File: config.mk
export PLATFORM = sky130hd
export DESIGN_NAME = stage_trig_top
export DESIGN_NICKNAME = d
export VERILOG_FILES = /design/src/rtl/stage_trig_pkg.sv /design/src/rtl/stage_trig_ctrl.sv /design/src/rtl/stage_trig_path.sv /design/src/rtl/stage_trig_top.sv
export SDC_FILE = /design/constraint.sdc
export NUM_CORES = 1
export LEC_CHECK = 0
export BUFFER_PORTS_ARGS = -buffer_cell sky130_fd_sc_hd__clkbuf_2
export CORE_ASPECT_RATIO = 1.1
export CORE_MARGIN = 2
export CORE_UTILIZATION = 50
export CTS_CLUSTER_DIAMETER = 30
export DETAILED_ROUTE_END_ITERATION = 6
export PLACE_DENSITY = 0.72
export SKIP_LAST_GASP = 1
export SLEW_MARGIN = 20
export SYNTH_ARGS = -nofsm -noshare
export SYNTH_HDL_FRONTEND = slang
export SYNTH_SLANG_ARGS = --single-unit
File: constraint.sdc
create_clock -name clk -period 1.91 [get_ports clk]
set_input_delay 0.2865 -clock clk [delete_from_list [all_inputs] [get_ports clk]]
set_output_delay 0.2865 -clock clk [all_outputs]
set_load 0.005 [all_outputs]
File: src/rtl/stage_trig_pkg.sv
package stage_trig_pkg;

  localparam int CTRL_W   = 2;
  localparam int CAL_BIT  = 0;
  localparam int SYNC_BIT = 1;

  typedef struct packed {
    logic calRise;
    logic syncFall;
  } trigStrobes_t;

  typedef enum logic {
    CAL_IDLE = 1'b0,
    CAL_RUN  = 1'b1
  } calState_t;

endpackage

File: src/rtl/stage_trig_ctrl.sv
module stage_trig_ctrl
  import stage_trig_pkg::*;
(
  input  logic              clk,
  input  logic              rstN,
  input  logic              wrEn,
  input  logic [CTRL_W-1:0] wrData,
  input  logic              updStrobe,
  output logic [CTRL_W-1:0] activeReg,
  output trigStrobes_t      strobes
);

  logic [CTRL_W-1:0] shadowReg;

  always_ff @(posedge clk or negedge rstN) begin
    if (!rstN) begin
      shadowReg <= '0;
      activeReg <= '0;
    end else begin
      if (wrEn)      shadowReg <= wrData;
      if (updStrobe) activeReg <= shadowReg;
    end
  end

  // Edge detection: compare the value being committed with the current active value.
  always_comb begin
    strobes.calRise  = updStrobe &  shadowReg[CAL_BIT]  & ~activeReg[CAL_BIT];
    strobes.syncFall = updStrobe & ~shadowReg[SYNC_BIT] &  activeReg[SYNC_BIT];
  end

endmodule

File: src/rtl/stage_trig_path.sv
module stage_trig_path
  import stage_trig_pkg::*;
#(
  parameter int CAL_CYCLES = 250000
) (
  input  logic         clk,
  input  logic         rstN,
  input  trigStrobes_t strobes,
  input  logic         pllEnable,
  output logic         syncPulse,
  output logic         calBusy
);

  localparam int CNT_W = (CAL_CYCLES > 1) ? $clog2(CAL_CYCLES) : 1;
  localparam logic [CNT_W-1:0] LAST_LEFT = CNT_W'(CAL_CYCLES - 1);

  calState_t         calState;
  logic [CNT_W-1:0]  cyclesLeft;

  always_ff @(posedge clk or negedge rstN) begin
    if (!rstN) begin
      syncPulse <= 1'b0;
    end else begin
      syncPulse <= strobes.syncFall;
    end
  end

  always_ff @(posedge clk or negedge rstN) begin
    if (!rstN) begin
      calState   <= CAL_IDLE;
      cyclesLeft <= '0;
    end else begin
      case (calState)
        CAL_IDLE: begin
          if (strobes.calRise && pllEnable) begin
            calState   <= CAL_RUN;
            cyclesLeft <= LAST_LEFT;
          end
        end
        CAL_RUN: begin
          if (cyclesLeft == '0) calState <= CAL_IDLE;
          else                  cyclesLeft <= cyclesLeft - 1'b1;
        end
        default: calState <= CAL_IDLE;
      endcase
    end
  end

  assign calBusy = (calState == CAL_RUN);

endmodule

File: src/rtl/stage_trig_top.sv
module stage_trig_top
  import stage_trig_pkg::*;
#(
  parameter int CAL_CYCLES = 250000
) (
  input  logic       clk,
  input  logic       rstN,
  input  logic       wrEn,
  input  logic [1:0] wrData,
  input  logic       updStrobe,
  input  logic       pllEnable,
  output logic [1:0] ctrlActive,
  output logic       distStall,
  output logic       syncPulse,
  output logic       clkStall,
  output logic       calDone
);

  trigStrobes_t strobes;
  logic         calBusy;

  stage_trig_ctrl u_ctrl (
    .clk       (clk),
    .rstN      (rstN),
    .wrEn      (wrEn),
    .wrData    (wrData),
    .updStrobe (updStrobe),
    .activeReg (ctrlActive),
    .strobes   (strobes)
  );

  stage_trig_path #(.CAL_CYCLES(CAL_CYCLES)) u_path (
    .clk       (clk),
    .rstN      (rstN),
    .strobes   (strobes),
    .pllEnable (pllEnable),
    .syncPulse (syncPulse),
    .calBusy   (calBusy)
  );

  assign distStall = ctrlActive[SYNC_BIT];
  assign clkStall  = calBusy;
  assign calDone   = ~calBusy;

endmodule

# [After elaboration in Yosys (flattened, before gate mapping)]
# Cells that the tools add are included.
# Widths: inputs -> output; s select.
[totals] regBits=24 output_inout_bits=6 inputBits=7 wordCells=24
[classes] muxes=6 eq_ne=2 n_bitwise=7 n_reduce_logical=3 add_sub_neg=1
[op_table] op="$mux 18" count=2
[op_table] op="$pmux 18 s2" count=1
[op_table] op="$logic_not 18->1" count=1
[op_table] op="$sub 18x1->18 const B" count=1
[op_table] op="$and 1x1->1" count=4
[op_table] op="$not 1->1" count=3
[op_table] op="$mux 1" count=2
[op_table] op="$ne 2x1->1 const B" count=1
[op_table] op="$ne 2x2->1 const B" count=1
[op_table] op="$pmux 1 s2" count=1
[op_table] op="$reduce_and 2->1" count=1
[op_table] op="$logic_and 1x1->1" count=1

# [Depth between registers and ports, before layout]
[depth] depth_word=5 mapped_depth=7 depth_no_buf=7

# [By module]
# From an unflattened synthesis, not the netlist that was laid out.
[unflattened] hier_cells=122 hier_area_um2=1288.7
[by_module_without_submodules] mod="stage_trig_path" cells_per_inst=110 seq_area_each_um2=500.5 n_inst=1 area_per_inst_um2=1106.1
[by_module_without_submodules] mod="stage_trig_ctrl" cells_per_inst=10 seq_area_each_um2=100.1 n_inst=1 area_per_inst_um2=171.4
[by_module_without_submodules] mod="stage_trig_top" cells_per_inst=2 seq_area_each_um2=0.0 n_inst=1 area_per_inst_um2=11.3

# [Worst setup path before layout]
# No wires, ideal clock.
[synth_timing] kind="reg-to-reg" startpoint="reg u_path.cyclesLeft[12]" endpoint="reg u_path.cyclesLeft[16]" arrival_ps=1746 path_stages_with_launch=6 setup_time_ps=129 required_ps=1781 slack_ps=35 path_cell_list="dfrtp_1 or4_4 or3_4 nor4_4 xnor2_1 nand2_1"
[synth_via] elab_chain_cells=3 elab_cells_between_ends=6
[synth_rtl] element="start, declared" line="stage_trig_path.sv:18" source="logic [CNT_W-1:0] cyclesLeft;"
[synth_rtl] element="start signal, assigned" line="stage_trig_path.sv:42" source="else cyclesLeft <= cyclesLeft - 1'b1;"
[synth_rtl] element="$sub 18x1->18 / $logic_not 18->1 (equally long branches)" line="stage_trig_path.sv:42, stage_trig_path.sv:41"
[synth_rtl] element="$mux 18 / $ne 2x2->1 (equally long branches)"
[synth_rtl] element="$pmux 18 s2 / $reduce_and 2->1 (equally long branches)"
# Several ways; a longest one is shown, not always the timed one. The select of a mux whose other input is x is not followed.
# A chain may end at the register's enable or synchronous reset.

# [Worst setup path after layout]
[layout_timing] startpoint="reg u_path.cyclesLeft[11]" endpoint="reg u_path.cyclesLeft[11]"
# The elaborated chain is that of the path after synthesis.

==> metrics <==
Top Ports 13; adder-cell share of the synthesized area 1.03%; Placed Cells around 170; Tcrit/Tclk final 104%; xor-xnor portion of the synthesized cell area between 5 and 6%; Final ANT Viol Nets 0; initial antenna violation count 0; Area Growth Syn to Fin 30.3%; Core ar. 2270 um^2; fin worst setup slack -0.0689 ns; Yosys reg bits 24; yosys warns 0; Final Setup Violations 4; Pleak 0.000635 uW; # DRC 0; Post-Layout Cell Count 184; failing checks negative setup slack; FP Rows 18; largest net degree at the start of global routing 25; largest family of logic cells by synthesized area simple AND/OR/NAND/NOR gates; unrepaired setup endpoints after global routing yes; PD cells 501 nW/um^2; Vias/cell 5.67; CP required between 2 and 2.5 ns; PortBufs 12; initial core utilization 53.5%; TritonCTS Buffers 3; clock buffer depth 2; clock latency on the worst-skew pair 0.31 ns; critical path startpoint category flop; first-pass GRT wire length 4.52 mm; VDD IR-drop max 0.425 mV; commonest cells after routing, fill and taps aside 24 x buf_4, 24 x dfrtp_1, 12 x clkbuf_2; Fin. Hold Viols 0; Crit Path Category reg2reg; Max FO, Critical Path 5; clock root buffer clkbuf_4; Total Power ~800 uW; Nets between 150 and 200; grt total ovfl 0; clock skew ~0.0045 ns; Cell Area, Synth roughly 1200 um^2; synthesized area per cell 10.7 um^2; Compound-Gate Fraction of Synth Area 12.0%; die span in y 55.8 um; DIE AREA 2850 um^2; post-synthesis mux area share 5.34%; Worst Hold Class in2reg; number of synthesized flops with an enable pin 0; Post-synth top flop dfrtp_1; Crit path largest cell delay 0.57 ns; clock sink count 24; CTS tree built; Fmax slightly above 500 MHz; Seq/Total Area, Yosys around half; DRT iter0 DRCs 17; Diodes inserted 0; die extent in x 51.0 um; relative slew slack between 60% and 70%; Synth Instances 114; crit-path cells or4_4, nor3b_4, buf_4, a2111oi_2, xnor2_1, nor2_1; status finished with violations; DP HPWL 1.86 mm; Total Wirelength 2.77 mm; H-tree Lvls 1; layout cells sized above 1 40.9%; Worst-path clk slew 0.13 ns; syn nets 122; crit path capture type flop; Routability Congestion roughly 0.82; synth unique cells 38; routed length per instance 15.0 um; vias post-DR 1043; Post-synth ARST share between 90% and 100%; max cap viols 0; Max Slew Vio Count 0; slowest CP cell or4_4; drt pass-1 iters 4; CP arrival 2.18 ns; total track usage 20.3%; worst-margin pin slew approximately 0.6 ns; Final Critical Period 1.98 ns; Post-Synth Simple-Gate Area 25.1%; vias in the first global route 1049
-- through the flow --
step	hold slack (ns)	TNS, ns	util, %	cell area [um^2]	setup slack, ns
CTS	0.192	-0.0545	65.3	1490	-0.0334
floorplan	-0.00909	0	-	1220	0.0352
detailed placement	0.321	-0.0492	62.9	1430	-0.0492
finish	0.191	-0.127	69.7	1590	-0.0689
global placement	0.312	0	62.9	1430	0.00588
global route	0.177	-1.07	69.7	1590	-0.139
-- synth_stat cells (2+ instances only) --
cell       instances  area share (%)
dfrtp_1           24              49
a211oi_1           2             1.2
a21oi_1            3             1.2
o31ai_1            2             1.2
and2_1             3             1.5
nor4_1             3             1.5
xnor2_1            7             5.0
nor2_1            11             3.4
inv_1              4             1.2
mux2_2             4             3.7
a2111oi_0          2             1.4
mux2i_1            2             1.6
nor3_1             3             1.2
nand3_1            5             2.1
o21ai_0            6             2.5
nand2b_1           2             1.0
nand2_1            9             2.8
or2_2              2             1.0
-- cell type report --
type / instances / area (um^2)
tap: 30 / 37.5
fill: 164 / 688
sequential: 24 / 601
multi-input combinational: 84 / 638
inverter: 4 / 15.0
timing repair buffer: 39 / 273
clock buffer: 3 / 22.5
-- layer usage --
| metal | GRT usage, % | up-vias | share of wire, % |
|---|---|---|---|
| met5 | 0 | - | 0 |
| met4 | 7.34 | 0 | 1.5 |
| met3 | 3.76 | 6 | 3.6 |
| met2 | 32.1 | 26 | 49 |
| met1 | 27.4 | 517 | 45 |
| li1 | - | 494 | - |
-- state kept, by name, indices dropped and copies added, names as in the netlist --
name / cells
u_ctrl.activeReg: 2
u_ctrl.shadowReg: 2
u_path.calBusy: 1
u_path.cyclesLeft: 18
u_path.syncPulse: 1
-- where the power goes --
part	internal, uW	switching, uW
sequential	520	7.97
clock	73.8	152
combinational	20.9	21.0
-- kinds of logic (layout without fill, tap and decap cells) --
group | Yosys count | after routing
XOR/XNOR | 7 | 7
AO/OA/AOI/OAI | 21 | 21
flip-flops | 24 | 24
buffers and inverters | 6 | 46
AND/OR/NAND/NOR | 49 | 49
adder cells (fa/ha/maj) | 1 | 1
multiplexers | 6 | 6
-- final timing paths --
path	start	to	slack [ns]	depth (start not counted)
hold reg to reg	u_ctrl.shadowReg[0]	u_ctrl.activeReg[0]	0.53	2
setup reg to reg	u_path.cyclesLeft[11]	u_path.cyclesLeft[11]	-0.07	6
min in group asynchronous	rstN	u_path.cyclesLeft[15]	0.48	2
hold / removal	wrData[1]	u_ctrl.shadowReg[1]	0.19	2
setup / recovery	u_path.cyclesLeft[11]	u_path.cyclesLeft[11]	-0.07	6
max in group asynchronous	rstN	u_path.cyclesLeft[5]	1.04	2
-- worst max-delay path, delay by kind of cell (launching register included) --
family	cells	cell delay (ns)
buffers and inverters	1	0.19
and+or+nand+nor	3	0.99
AOI/OAI and AO/OA	1	0.07
DFF	1	0.43
xor gates and xnor gates	1	0.18
-- repair_timing --
action,CTS,global route
resized for setup,0,13
hold buffers,1,0
buffers inserted,3,6
gates cloned,0,0
endpoints found under the setup margin,2,16
hold endpoints to repair,24,0
pin swaps,2,4
Note: power is estimated with default switching activity, not from simulation.
